===== src/rtl/rbb_pkg.sv =====
package rbb_pkg;

    typedef enum logic [1:0] {
        NW_NONE = 2'd0,
        NW_BYTE = 2'd1,
        NW_WORD = 2'd2,
        NW_LONG = 2'd3
    } nwidth_e;

    typedef enum logic [2:0] {
        ST_IDLE   = 3'd0,
        ST_SPLIT  = 3'd1,
        ST_FETCH  = 3'd2,
        ST_MERGE  = 3'd3,
        ST_FINISH = 3'd4
    } seq_state_e;

    localparam int unsigned DEF_AW     = 10;
    localparam int unsigned DEF_GROUPS = 1 << (DEF_AW - 2);

    // Host size code to byte count: 0 byte, 1 word, 2/3 long.
    function automatic logic [2:0] size_bytes(input logic [1:0] sz);
        case (sz)
            2'd0:    return 3'd1;
            2'd1:    return 3'd2;
            default: return 3'd4;
        endcase
    endfunction

    function automatic logic [2:0] native_bytes(input nwidth_e w);
        case (w)
            NW_BYTE: return 3'd1;
            NW_WORD: return 3'd2;
            NW_LONG: return 3'd4;
            default: return 3'd0;
        endcase
    endfunction

    function automatic logic [31:0] lane_mask(input logic [2:0] nb);
        case (nb)
            3'd1:    return 32'h0000_00FF;
            3'd2:    return 32'h0000_FFFF;
            3'd4:    return 32'hFFFF_FFFF;
            default: return 32'h0000_0000;
        endcase
    endfunction

    // Default width map: bytes low, then words, then longs, bytes up to
    // and including the group at 0x200, unmapped above.
    function automatic logic [2*DEF_GROUPS-1:0] default_map();
        logic [2*DEF_GROUPS-1:0] m;
        m = '0;
        for (int g = 0; g < int'(DEF_GROUPS); g++) begin
            nwidth_e c;
            if (g < 16)       c = NW_BYTE;
            else if (g < 32)  c = NW_WORD;
            else if (g < 64)  c = NW_LONG;
            else if (g <= 128) c = NW_BYTE;
            else              c = NW_NONE;
            m[2*g +: 2] = c;
        end
        return m;
    endfunction

endpackage


===== src/rtl/rbb_width_lut.sv =====
module rbb_width_lut
    import rbb_pkg::*;
#(
    parameter int unsigned ADDR_W = DEF_AW,
    parameter logic [(2 << (ADDR_W - 2))-1:0] WMAP = default_map()
) (
    input  logic [ADDR_W-3:0] group_idx,
    output logic [2:0]        nbytes
);
    localparam int unsigned IDX_W = ADDR_W - 1;

    logic [IDX_W-1:0] bit_pos;
    nwidth_e          code;

    assign bit_pos = {group_idx, 1'b0};
    assign code    = nwidth_e'(WMAP[bit_pos +: 2]);
    assign nbytes  = native_bytes(code);

endmodule


===== src/rtl/rbb_lane_unit.sv =====
module rbb_lane_unit
    import rbb_pkg::*;
(
    input  logic [2:0]  acc_bytes,
    input  logic [2:0]  nat_bytes,
    input  logic [1:0]  pos,
    input  logic [1:0]  step,
    input  logic [2:0]  nsteps,
    input  logic [31:0] wdata,
    input  logic [31:0] fetch_src,
    input  logic [31:0] hold,
    input  logic [31:0] acc,
    output logic [31:0] extract_val,
    output logic [31:0] merged_val,
    output logic [31:0] chunk_val,
    output logic [31:0] acc_next
);
    logic [31:0] m_acc;
    logic [31:0] m_nat;
    logic [2:0]  gap;
    logic [5:0]  nshift;
    logic [2:0]  rem;
    logic [2:0]  units;
    logic [5:0]  cshift;
    logic [5:0]  ashift;

    assign m_acc = lane_mask(acc_bytes);
    assign m_nat = lane_mask(nat_bytes);

    // Big-endian: position 0 is the most significant byte of the register.
    assign gap    = nat_bytes - acc_bytes - {1'b0, pos};
    assign nshift = {gap, 3'b000};

    // Split piece k of n carries bits starting (n-1-k) native units up.
    assign rem    = nsteps - 3'd1 - {1'b0, step};
    assign units  = rem * nat_bytes;
    assign cshift = {units, 3'b000};
    assign ashift = {nat_bytes, 3'b000};

    always_comb begin
        extract_val = ((fetch_src & m_nat) >> nshift) & m_acc;
        merged_val  = ((hold & m_nat) & ~(m_acc << nshift))
                    | ((wdata & m_acc) << nshift);
        chunk_val   = (wdata >> cshift) & m_nat;
        if (nat_bytes == 3'd4)
            acc_next = fetch_src;
        else
            acc_next = (acc << ashift) | (fetch_src & m_nat);
    end

endmodule


===== src/rtl/rbb_seq.sv =====
module rbb_seq
    import rbb_pkg::*;
#(
    parameter int unsigned ADDR_W = DEF_AW
) (
    input  logic              clk,
    input  logic              rst_n,
    input  logic              host_req,
    input  logic              host_we,
    input  logic [2:0]        sb_in,
    input  logic [2:0]        wb_in,
    input  logic [ADDR_W-1:0] off_in,
    input  logic              out_of_range,
    input  logic [31:0]       wdata_in,
    input  logic [31:0]       reg_rdata,
    input  logic [31:0]       extract_val,
    input  logic [31:0]       merged_val,
    input  logic [31:0]       chunk_val,
    input  logic [31:0]       acc_next,
    output logic [2:0]        sb_o,
    output logic [2:0]        wb_o,
    output logic [1:0]        pos_o,
    output logic [1:0]        step_o,
    output logic [2:0]        nsteps_o,
    output logic [31:0]       wd_o,
    output logic [31:0]       hold_o,
    output logic [31:0]       acc_o,
    output logic              host_done,
    output logic              host_err,
    output logic [31:0]       host_rdata,
    output logic              reg_en,
    output logic              reg_we,
    output logic [ADDR_W-1:0] reg_addr,
    output logic [31:0]       reg_wdata
);
    seq_state_e        state_q, state_d;
    logic [ADDR_W-1:0] off_q;
    logic              we_q;
    logic              err_q;
    logic [2:0]        sb_q;
    logic [2:0]        wb_q;
    logic [31:0]       wd_q;
    logic [31:0]       hold_q;
    logic [31:0]       acc_q;
    logic [1:0]        k_q;
    logic [2:0]        n_q;
    logic [2:0]        cnt_q;
    logic [2:0]        n_start;
    logic [2:0]        wb_m1;
    logic [ADDR_W-1:0] nat_base;
    logic [ADDR_W-1:0] split_addr;
    logic              take;

    assign take = (state_q == ST_IDLE) && host_req;

    // Number of split pieces for sizes at least the native width.
    always_comb begin
        if (sb_in == wb_in)                          n_start = 3'd1;
        else if (sb_in == 3'd4 && wb_in == 3'd1)     n_start = 3'd4;
        else                                         n_start = 3'd2;
    end

    assign wb_m1      = wb_q - 3'd1;
    assign nat_base   = off_q & ~ADDR_W'(wb_m1);
    assign split_addr = off_q + ADDR_W'({1'b0, k_q} * wb_q);

    assign sb_o     = sb_q;
    assign wb_o     = wb_q;
    assign pos_o    = off_q[1:0] & wb_m1[1:0];
    assign step_o   = k_q;
    assign nsteps_o = n_q;
    assign wd_o     = wd_q;
    assign hold_o   = hold_q;
    assign acc_o    = acc_q;

    // Next state.
    always_comb begin
        state_d = state_q;
        unique case (state_q)
            ST_IDLE: begin
                if (host_req) begin
                    if (out_of_range || wb_in == 3'd0) state_d = ST_FINISH;
                    else if (sb_in < wb_in)            state_d = ST_FETCH;
                    else                               state_d = ST_SPLIT;
                end
            end
            ST_SPLIT:  if ({1'b0, k_q} == n_q - 3'd1) state_d = ST_FINISH;
            ST_FETCH:  state_d = we_q ? ST_MERGE : ST_FINISH;
            ST_MERGE:  state_d = ST_FINISH;
            ST_FINISH: state_d = ST_IDLE;
            default:   state_d = ST_IDLE;
        endcase
    end

    // State register.
    always_ff @(posedge clk) begin
        if (!rst_n) state_q <= ST_IDLE;
        else        state_q <= state_d;
    end

    // Captured request and working registers.
    always_ff @(posedge clk) begin
        if (!rst_n) begin
            off_q  <= '0;
            we_q   <= 1'b0;
            err_q  <= 1'b0;
            sb_q   <= 3'd1;
            wb_q   <= 3'd1;
            wd_q   <= '0;
            hold_q <= '0;
            acc_q  <= '0;
            k_q    <= '0;
            n_q    <= 3'd1;
            cnt_q  <= '0;
        end else begin
            if (take) begin
                off_q  <= off_in;
                we_q   <= host_we;
                err_q  <= out_of_range;
                sb_q   <= sb_in;
                wb_q   <= wb_in;
                wd_q   <= wdata_in;
                acc_q  <= '0;
                k_q    <= '0;
                n_q    <= n_start;
                cnt_q  <= '0;
            end else begin
                if (reg_en) cnt_q <= cnt_q + 3'd1;
                if (state_q == ST_SPLIT) begin
                    k_q <= k_q + 2'd1;
                    if (!we_q) acc_q <= acc_next;
                end
                if (state_q == ST_FETCH) begin
                    hold_q <= reg_rdata;
                    if (!we_q) acc_q <= extract_val;
                end
            end
        end
    end

    // Outputs by state.
    always_comb begin
        host_done  = 1'b0;
        host_err   = 1'b0;
        host_rdata = '0;
        reg_en     = 1'b0;
        reg_we     = 1'b0;
        reg_addr   = '0;
        reg_wdata  = '0;
        unique case (state_q)
            ST_IDLE: ;
            ST_SPLIT: begin
                reg_en    = 1'b1;
                reg_we    = we_q;
                reg_addr  = split_addr;
                reg_wdata = we_q ? chunk_val : 32'd0;
            end
            ST_FETCH: begin
                reg_en   = 1'b1;
                reg_addr = nat_base;
            end
            ST_MERGE: begin
                reg_en    = 1'b1;
                reg_we    = 1'b1;
                reg_addr  = nat_base;
                reg_wdata = merged_val;
            end
            ST_FINISH: begin
                host_done  = 1'b1;
                host_err   = err_q;
                host_rdata = acc_q;
            end
            default: ;
        endcase
    end

    // out-of-range request completes next cycle with the flag, no register cycle.
    a_r2_range_err: assert property (@(posedge clk) disable iff (!rst_n)
        (take && out_of_range) |=> (host_done && host_err && !reg_en));

    // unmapped space is silent and reads zero.
    a_r4_hole_quiet: assert property (@(posedge clk) disable iff (!rst_n)
        (take && !out_of_range && wb_in == 3'd0)
        |=> (host_done && !host_err && host_rdata == 32'd0 && !reg_en));

    // write-back follows a read of the same register.
    a_r7_merge_after_fetch: assert property (@(posedge clk) disable iff (!rst_n)
        (state_q == ST_MERGE) |-> ($past(reg_en && !reg_we) && $stable(reg_addr)));

    // split pieces walk upward by one native width per cycle.
    a_r9_split_walk: assert property (@(posedge clk) disable iff (!rst_n)
        (state_q == ST_SPLIT && $past(state_q) == ST_SPLIT)
        |-> (reg_addr == $past(reg_addr) + ADDR_W'(wb_q)));

    // done is a single-cycle pulse.
    a_r10_done_pulse: assert property (@(posedge clk) disable iff (!rst_n)
        host_done |=> !host_done);

    // never more than four register cycles per host access.
    a_r10_max_four: assert property (@(posedge clk) disable iff (!rst_n)
        host_done |-> (cnt_q <= 3'd4));

    // captured request is frozen while busy.
    a_r12_busy_hold: assert property (@(posedge clk) disable iff (!rst_n)
        (state_q != ST_IDLE) |=> (off_q == $past(off_q) && we_q == $past(we_q)
                                  && wd_q == $past(wd_q)));

endmodule


===== src/rtl/regbus_width_bridge.sv =====
module regbus_width_bridge
    import rbb_pkg::*;
#(
    parameter int unsigned HOST_AW = 16,
    parameter int unsigned ADDR_W  = DEF_AW,
    parameter int unsigned LIMIT   = 32'h200,
    parameter logic [(2 << (ADDR_W - 2))-1:0] WMAP = default_map()
) (
    input  logic               clk,
    input  logic               rst_n,
    input  logic               host_req,
    input  logic               host_we,
    input  logic [1:0]         host_size,
    input  logic [HOST_AW-1:0] host_addr,
    input  logic [31:0]        host_wdata,
    output logic               host_done,
    output logic               host_err,
    output logic [31:0]        host_rdata,
    output logic               reg_en,
    output logic               reg_we,
    output logic [ADDR_W-1:0]  reg_addr,
    output logic [31:0]        reg_wdata,
    input  logic [31:0]        reg_rdata
);
    logic [ADDR_W-1:0] off_raw;
    logic [ADDR_W-1:0] off_al;
    logic [2:0]        sb_in;
    logic [2:0]        wb_in;
    logic              out_of_range;

    logic [2:0]  sb_q, wb_q, nsteps;
    logic [1:0]  pos, step;
    logic [31:0] wd_q, hold_q, acc_q;
    logic [31:0] extract_val, merged_val, chunk_val, acc_next;

    assign off_raw = host_addr[ADDR_W-1:0];

    generate
        if (HOST_AW > ADDR_W) begin : g_drop_hi
            logic unused_hi;
            assign unused_hi = ^host_addr[HOST_AW-1:ADDR_W];
        end
    endgenerate

    assign sb_in  = size_bytes(host_size);
    assign off_al = {off_raw[ADDR_W-1:2],
                     off_raw[1] & (sb_in != 3'd4),
                     off_raw[0] & (sb_in == 3'd1)};
    assign out_of_range = 32'(off_al) > LIMIT;

    rbb_width_lut #(
        .ADDR_W (ADDR_W),
        .WMAP   (WMAP)
    ) u_lut (
        .group_idx (off_al[ADDR_W-1:2]),
        .nbytes    (wb_in)
    );

    rbb_lane_unit u_lane (
        .acc_bytes   (sb_q),
        .nat_bytes   (wb_q),
        .pos         (pos),
        .step        (step),
        .nsteps      (nsteps),
        .wdata       (wd_q),
        .fetch_src   (reg_rdata),
        .hold        (hold_q),
        .acc         (acc_q),
        .extract_val (extract_val),
        .merged_val  (merged_val),
        .chunk_val   (chunk_val),
        .acc_next    (acc_next)
    );

    rbb_seq #(
        .ADDR_W (ADDR_W)
    ) u_seq (
        .clk          (clk),
        .rst_n        (rst_n),
        .host_req     (host_req),
        .host_we      (host_we),
        .sb_in        (sb_in),
        .wb_in        (wb_in),
        .off_in       (off_al),
        .out_of_range (out_of_range),
        .wdata_in     (host_wdata),
        .reg_rdata    (reg_rdata),
        .extract_val  (extract_val),
        .merged_val   (merged_val),
        .chunk_val    (chunk_val),
        .acc_next     (acc_next),
        .sb_o         (sb_q),
        .wb_o         (wb_q),
        .pos_o        (pos),
        .step_o       (step),
        .nsteps_o     (nsteps),
        .wd_o         (wd_q),
        .hold_o       (hold_q),
        .acc_o        (acc_q),
        .host_done    (host_done),
        .host_err     (host_err),
        .host_rdata   (host_rdata),
        .reg_en       (reg_en),
        .reg_we       (reg_we),
        .reg_addr     (reg_addr),
        .reg_wdata    (reg_wdata)
    );

endmodule


===== config.mk =====
export PLATFORM = sky130hd
export DESIGN_NAME = regbus_width_bridge
export DESIGN_NICKNAME = d
export VERILOG_FILES = /design/src/rtl/rbb_pkg.sv /design/src/rtl/rbb_width_lut.sv /design/src/rtl/rbb_lane_unit.sv /design/src/rtl/rbb_seq.sv /design/src/rtl/regbus_width_bridge.sv
export SDC_FILE = /design/constraint.sdc
export NUM_CORES = 1
export LEC_CHECK = 0
export ABC_AREA = 0
export ABC_CLOCK_PERIOD_IN_PS = 5910
export BUFFER_PORTS_ARGS = -buffer_cell sky130_fd_sc_hd__clkbuf_2
export CAP_MARGIN = 20
export CORE_ASPECT_RATIO = 1.25
export CORE_MARGIN = 2
export CORE_UTILIZATION = 55
export CTS_BUF_LIST = sky130_fd_sc_hd__clkbuf_4
export DETAILED_ROUTE_END_ITERATION = 6
export PLACE_DENSITY = 0.8
export SLEW_MARGIN = 20
export SYNTH_ARGS = -nofsm -noshare
export SYNTH_HDL_FRONTEND = slang
export SYNTH_SLANG_ARGS = --single-unit

===== constraint.sdc =====
create_clock -name clk -period 5.91 [get_ports clk]
set_clock_uncertainty 0.2 [all_clocks]
set_input_delay 0.591 -clock clk [delete_from_list [all_inputs] [get_ports clk]]
set_output_delay 0.591 -clock clk [all_outputs]
set_load 0.03 [all_outputs]

# Yosys cells after proc, flatten, opt, wreduce, memory -nomap -nowiden
# Cells that the tools add are included.
[word_totals]
inputBits = 86
latchBits = 0
ff_bits = 122
word_cells = 102
romBits = 0
mem_count = 0
ram_bits = 0
out_inout_bits = 78
[op_classes]
addsub = 7
n_lt_le_gt_ge = 2
bitwise = 16
n_mux = 25
shifts = 6
mul = 2
reduce_logical = 11
n_eq_ne = 22
div = 0
[op_table]
columns = ["op", "count"]
rows = [
  ["$shiftx A512 B10 Y2 const A", 1],
  ["$mux W32", 7],
  ["$and A32 B32 Y32", 6],
  ["$pmux W32 S3", 2],
  ["$shl A32 B6 Y32", 3],
  ["$or A32 B32 Y32", 2],
  ["$pmux W32 S2", 1],
  ["$shr A32 B6 Y32", 2],
  ["$not A32 Y32", 1],
  ["$pmux W10 S2", 1],
  ["$mux W3", 6],
  ["$eq A3 B1 Y1 const B", 5],
  ["$eq A3 B2 Y1 const B", 4],
  ["$eq A3 B3 Y1 const B", 4],
  ["$pmux W3 S4", 1],
  ["$add A10 B5 Y10", 1],
  ["$and A10 B10 Y10", 1],
  ["$gt A10 B10 Y1 const B", 1],
  ["$not A3 Y10", 1],
  ["$pmux W3 S3", 1],
  ["$logic_not A3 Y1", 2],
  ["$pmux W3 S2", 1],
  ["$sub A3 B1 Y3 const B", 2],
  ["$sub A3 B2 Y3", 2],
  ["24 further kinds", 33],
]

# Depth between registers and ports, before layout
[depth]
ltp_word = 9
ltp_mapped = 15
depth_no_buf = 13

# Modules after synthesis
# From an unflattened synthesis, not the netlist that was laid out.
[unflattened]
hier_cells = 1301
area_unflattened_um2 = 9629.2
[modules_own_cells]
columns = ["mod", "cells_per_inst", "n_inst", "seq_area_each_um2", "area_each_um2"]
rows = [
  ["rbb_seq", 722, 1, 2442.3, 6055.8],
  ["rbb_lane_unit", 565, 1, 0.0, 3478.3],
  ["regbus_width_bridge", 8, 1, 0.0, 52.6],
  ["rbb_width_lut", 6, 1, 0.0, 42.5],
]

# Worst setup path before layout
# OpenSTA, ideal clock, no wires.
[synth_timing]
path_kind = "register to output"
startpoint = "register u_seq.wb_q[0] (netlist: u_seq.wb_o[0])"
endpoint = "output port reg_wdata[0]"
t_required_ns = 5.119
path_stages_with_launch = 15
slack_ns = 1.216
path_buffers = 2
t_arrival_ns = 3.903
path_cell_list = "dfxtp_1 -> buf_2 -> inv_1 -> nand2_1 -> fa_1 -> inv_1 -> ha_1 -> or2_2 -> fa_1 -> xnor3_2 -> xor2_4 -> nor4b_4 -> buf_2 -> a21oi_1 -> o21ai_0"
[synth_between]
elab_chain_cells = 8
elab_cells_between_ends = 19
classes_between = "add/sub: 3; mul: 1; eq/ne: 3; shift: 3; mux: 3; bitwise: 6"
[synth_rtl]
columns = ["item", "line", "rtl"]
rows = [
  ["start: declaration", "rbb_seq.sv:41", "logic [2:0] wb_q;"],
  ["start signal: assignment", "rbb_seq.sv:121", "wb_q <= wb_in;"],
  ["$sub A3 B1 Y3", "rbb_seq.sv:63", "assign wb_m1 = wb_q - 3'd1;"],
  ["$and A2 B2 Y2", "rbb_seq.sv:69", "assign pos_o = off_q[1:0] & wb_m1[1:0];"],
  ["$sub A3 B2 Y3", "rbb_lane_unit.sv:31", "assign gap = nat_bytes - acc_bytes - {1'b0, pos};"],
  ["$shl A32 B6 Y32", "rbb_lane_unit.sv:42", "merged_val = ((hold & m_nat) & ~(m_acc << nshift))"],
  ["$not A32 Y32", "rbb_lane_unit.sv:42", ""],
  ["$and A32 B32 Y32", "rbb_lane_unit.sv:42", ""],
  ["$or A32 B32 Y32", "rbb_lane_unit.sv:43", "| ((wdata & m_acc) << nshift);"],
  ["$pmux W32 S2 (*)", "rbb_seq.sv:150", "unique case (state_q)"],
  ["end: declaration", "regbus_width_bridge.sv:22", "output logic [31:0] reg_wdata,"],
]
# Mark *: on every way between the ends. The rest lies on a longest branch, timed or not.

# Final worst setup path
[layout_timing]
startpoint = "register u_seq.sb_q[0] (netlist: u_seq.sb_o[0])"
endpoint = "output port reg_wdata[17]"
[layout_between]
elab_chain_cells = 7
elab_cells_between_ends = 13
classes_between = "add/sub: 2; eq/ne: 3; shift: 2; mux: 2; bitwise: 4"
[layout_rtl]
columns = ["item", "line", "rtl"]
rows = [
  ["start: declaration", "rbb_seq.sv:40", "logic [2:0] sb_q;"],
  ["start signal: assignment", "rbb_seq.sv:120", "sb_q <= sb_in;"],
  ["$sub A3 B3 Y3, or another cell as far along", "rbb_lane_unit.sv:31", ""],
  ["$sub A3 B2 Y3 / $pmux W32 S3 (equally long branches)", "rbb_lane_unit.sv:31, rbb_pkg.sv:40", ""],
  ["$shl A32 B6 Y32", "rbb_lane_unit.sv:42", ""],
  ["$not A32 Y32", "rbb_lane_unit.sv:42", ""],
  ["$and A32 B32 Y32", "rbb_lane_unit.sv:42", ""],
  ["$or A32 B32 Y32 (*)", "rbb_lane_unit.sv:43", ""],
  ["$pmux W32 S2 (*)", "rbb_seq.sv:150", ""],
]
# Marks and branches as above.

==> results.toml <==
[synth]
synth.distinct_cells = 68
synth_common_cells = "nand2_1 (182), dfxtp_1 (122), nor2_1 (79)"
syn-cell-area_sq_mm = 0.008112
synthTopCellsByArea = "dfxtp_1 (30%), nand2_1 (8.4%), a21oi_1 (4.8%)"
synth_edf_count = 0
netlist_instances = 1052
synth_seq_cells = 122
synth_seq_area_share_pct = 30.11
yosysWarningCount = 0
synth_top_area_share_pct = 30.11
synth_nets = 1164
synth_area_leader_cell = "dfxtp_1"
yosys_most_used_dff = "dfxtp_1"
yosys.cell_count.top_type = "nand2_1"
synth_async_sr_flop_share_pct = 0
syn_avg_cell_area_sq_um = 7.711

[critical_path]
r2r-end = "u_seq.acc_o[30]$_SDFF_PP0_"
reg2reg_depth = 12
r2r-start = "u_seq.sb_o[0]$_SDFFE_PN1P_"
worstPathRequired_ns = 5.12
end_kind = "output port"
path_max_fanout = 14
cp_data_arrival_time_ns = 4.80
slowest_stage = "fa_1"
path_class = "flip-flop to output port"
crit_path_cell_trace = "inv_1 -> fa_1 -> inv_1 -> ha_1 -> or2_2 -> fa_1 -> xnor3_2 -> xor2_4 -> nor2_4 -> a21oi_1 -> nor2_1 -> a221o_1 -> clkbuf_2"
startpoint_type = "flip-flop"
crit_start = "u_seq.sb_o[0]$_SDFFE_PN1P_"
reg2reg_slack_ns = 1.64
max_stage_delay_ns = 0.60

[routing]
postRouteAntennaNets = 0
routedWlPerCell_microns = 19.83
routed_via_density = 6.470
vias = 8708
drt_iter0_markers = 1124
drc = 0
drt_first_pass_iters = 5
routed_wl_mm = 26.69

[sta]
hold_violations = 0
slew_violations = 0
max_freq_ghz = 0.1787
post-route-min-period_ns = 5.595
maxSlewHeadroom_pct = 24.18
tightest_slew_ns = 1.129
rsz0062_at_grt = "no"
finalSetupTns_ns = 0
post-route-period-util_pct = 94.66
setup_viol = 0

[clocking]
h-tree-depth = 4
cts.path.max_buffers = 2
worst_skew_pair.late_latency_ns = 0.56
numCtsBuffers = 17
cts_root_buffer = "clkbuf_4"
cts_tree = "done"
cts_setup_buffers = 0
path_clk_slew_ns = 0.12
clock_sinks = 122

[grt]
grt_first_pass_wirelength_mm = 42.20
grt_start_max_net_pins = 53
overflow = 0
grt_pass1_vias = 7889
grt_use_total_pct = 33.23
antenna_found_initial = 1

[placed_design]
place_area_sq_mm = 0.008875
place_inst = 1312
io_buffers = 157
dpl.hpwl_mm = 19.40
place_congestion = 1.029

[finish]
fin_cells = 1346
drive_gt1_share_pct = 20.22
final_area_sq_mm = 0.009186
n_fill_cell = 1319
area.growth.synth_to_final_pct = 13.25
final_nets = 1266

[hold_path]
min_path_type = "primary input to flip-flop"
hold_start = "host_wdata[26]"
hold_depth = 2
min_to = "u_seq.wd_o[26]$_SDFFE_PN0P_"

[floorplan]
rows = 49
pin_count = 164
die_area_sq_mm = 0.01574
start_util_pct = 56.30
die_y_microns = 139.8
fp.dieW_microns = 112.6
core_sq_mm = 0.01441

[power_and_ir_drop]
powerDensity_mw_per_mm2 = 225.9
p_leak_uw = 0.003806
ir_worst_vdd_uv = 184.5

[run_status]
status = "complete, no violations"

[job]
drv_cap = 0
-- registers in the layout, indices dropped and copies added (netlist names) --
| name | count |
|---|---|
| u_seq.off_q | 10 |
| u_seq.acc_o | 32 |
| u_seq.wd_o | 32 |
| u_seq.step_o | 2 |
| u_seq.we_q | 1 |
| u_seq.wb_o | 3 |
| u_seq.sb_o | 3 |
| u_seq.hold_o | 32 |
| u_seq.err_q | 1 |
| u_seq.state_q | 3 |
| u_seq.nsteps_o | 3 |
-- layout make-up --
type / count / area (sq um) / share of cell area, %
Timing Repair Buffer: 171 / 893.4 / 9.725
Inverter: 24 / 90.09 / 0.9807
Multi-Input combinational cell: 818 / 5256 / 57.22
Clock buffer: 17 / 127.6 / 1.389
Sequential cell: 122 / 2442 / 26.59
Clock inverter: 15 / 151.4 / 1.648
Tap cell: 178 / 222.7 / 2.424
Antenna cell: 1 / 2.502 / 0.02724
-- metal layers --
layer	global-route usage [%]	routed length [microns]
met5	0	0
met4	15.92	1063
met3	5.444	2420
met2	50.99	12160
met1	45.37	11050
-- worst max-delay path by stage --
stage	end	slack, ns	cells past startpoint
3_5_place_dp	reg_wdata[17]	0.82	13
2_1_floorplan	reg_wdata[0]	1.22	14
6_report	reg_wdata[17]	0.32	13
4_1_cts	reg_wdata[17]	0.12	13
5_1_grt	reg_wdata[17]	0.04	13
3_3_place_gp	reg_wdata[17]	0.85	13
-- per-stage QoR --
step	utilization [%]	total power (uW)	hold WS, ns	setup WS (ns)
CTS	63.53	2061	0.003170	0.1176
global placement	61.60	1466	0.2369	0.8485
detailed placement	61.60	1473	0.2435	0.8242
floorplan	-	1309	0.2309	1.216
global route	63.76	2166	0.003686	0.03859
finish	63.76	2076	0.03147	0.3155
-- placed cells by master (no fill, tap or decap), types with 7 or more instances in the layout --
cell type,synthesis,layout
a221o_1,11,11
dfxtp_1,122,122
a21boi_0,32,32
o21ai_0,51,51
a22oi_1,38,38
nand3_1,21,21
o211ai_1,19,19
inv_1,24,24
a22o_1,40,40
nor2b_1,9,9
a32o_1,13,13
nand2b_1,8,8
mux2_2,9,9
o22ai_1,18,18
ha_1,20,20
buf_4,2,13
a32oi_1,7,7
a21oi_1,77,77
mux2i_1,27,27
clkbuf_2,0,157
a31oi_1,9,9
nor2_1,79,77
nand2_1,182,182
and3_1,37,37
a21o_1,8,8
a222oi_1,15,15
clkbuf_4,0,17
-- timing repair --
item,4_1_cts,5_1_grt
resized for setup,0,1
setup endpoints to repair,0,6
endpoints found under the hold margin,0,1
hold buffers,0,1
-- critical path, delay by kind of cell, from the launching register on --
kind | cells | cell delay [ns]
fa+ha+maj | 3 | 1.20
flops | 1 | 0.55
simple gates | 3 | 1.14
xor+xnor | 2 | 0.56
buf+inv | 3 | 0.44
compound gates | 2 | 0.36
-- logic make-up after synthesis --
group                    share of synthesized area (%)
multiplexers                                     4.581
AND/OR/NAND/NOR                                  21.38
buffers and inverters                            5.615
flip-flops                                       30.11
XOR/XNOR                                         2.190
AO/OA/AOI/OAI                                    31.56
adder cells (fa/ha/maj)                          4.566
-- power by group --
group	internal, uW	total [uW]	leakage (uW)	switching [uW]
sequential	862	923	0.000993	60.1
clock	250	598	0.000139	349
combinational	184	555	0.00267	371
No activity file was read; power rests on OpenSTA's default activity.
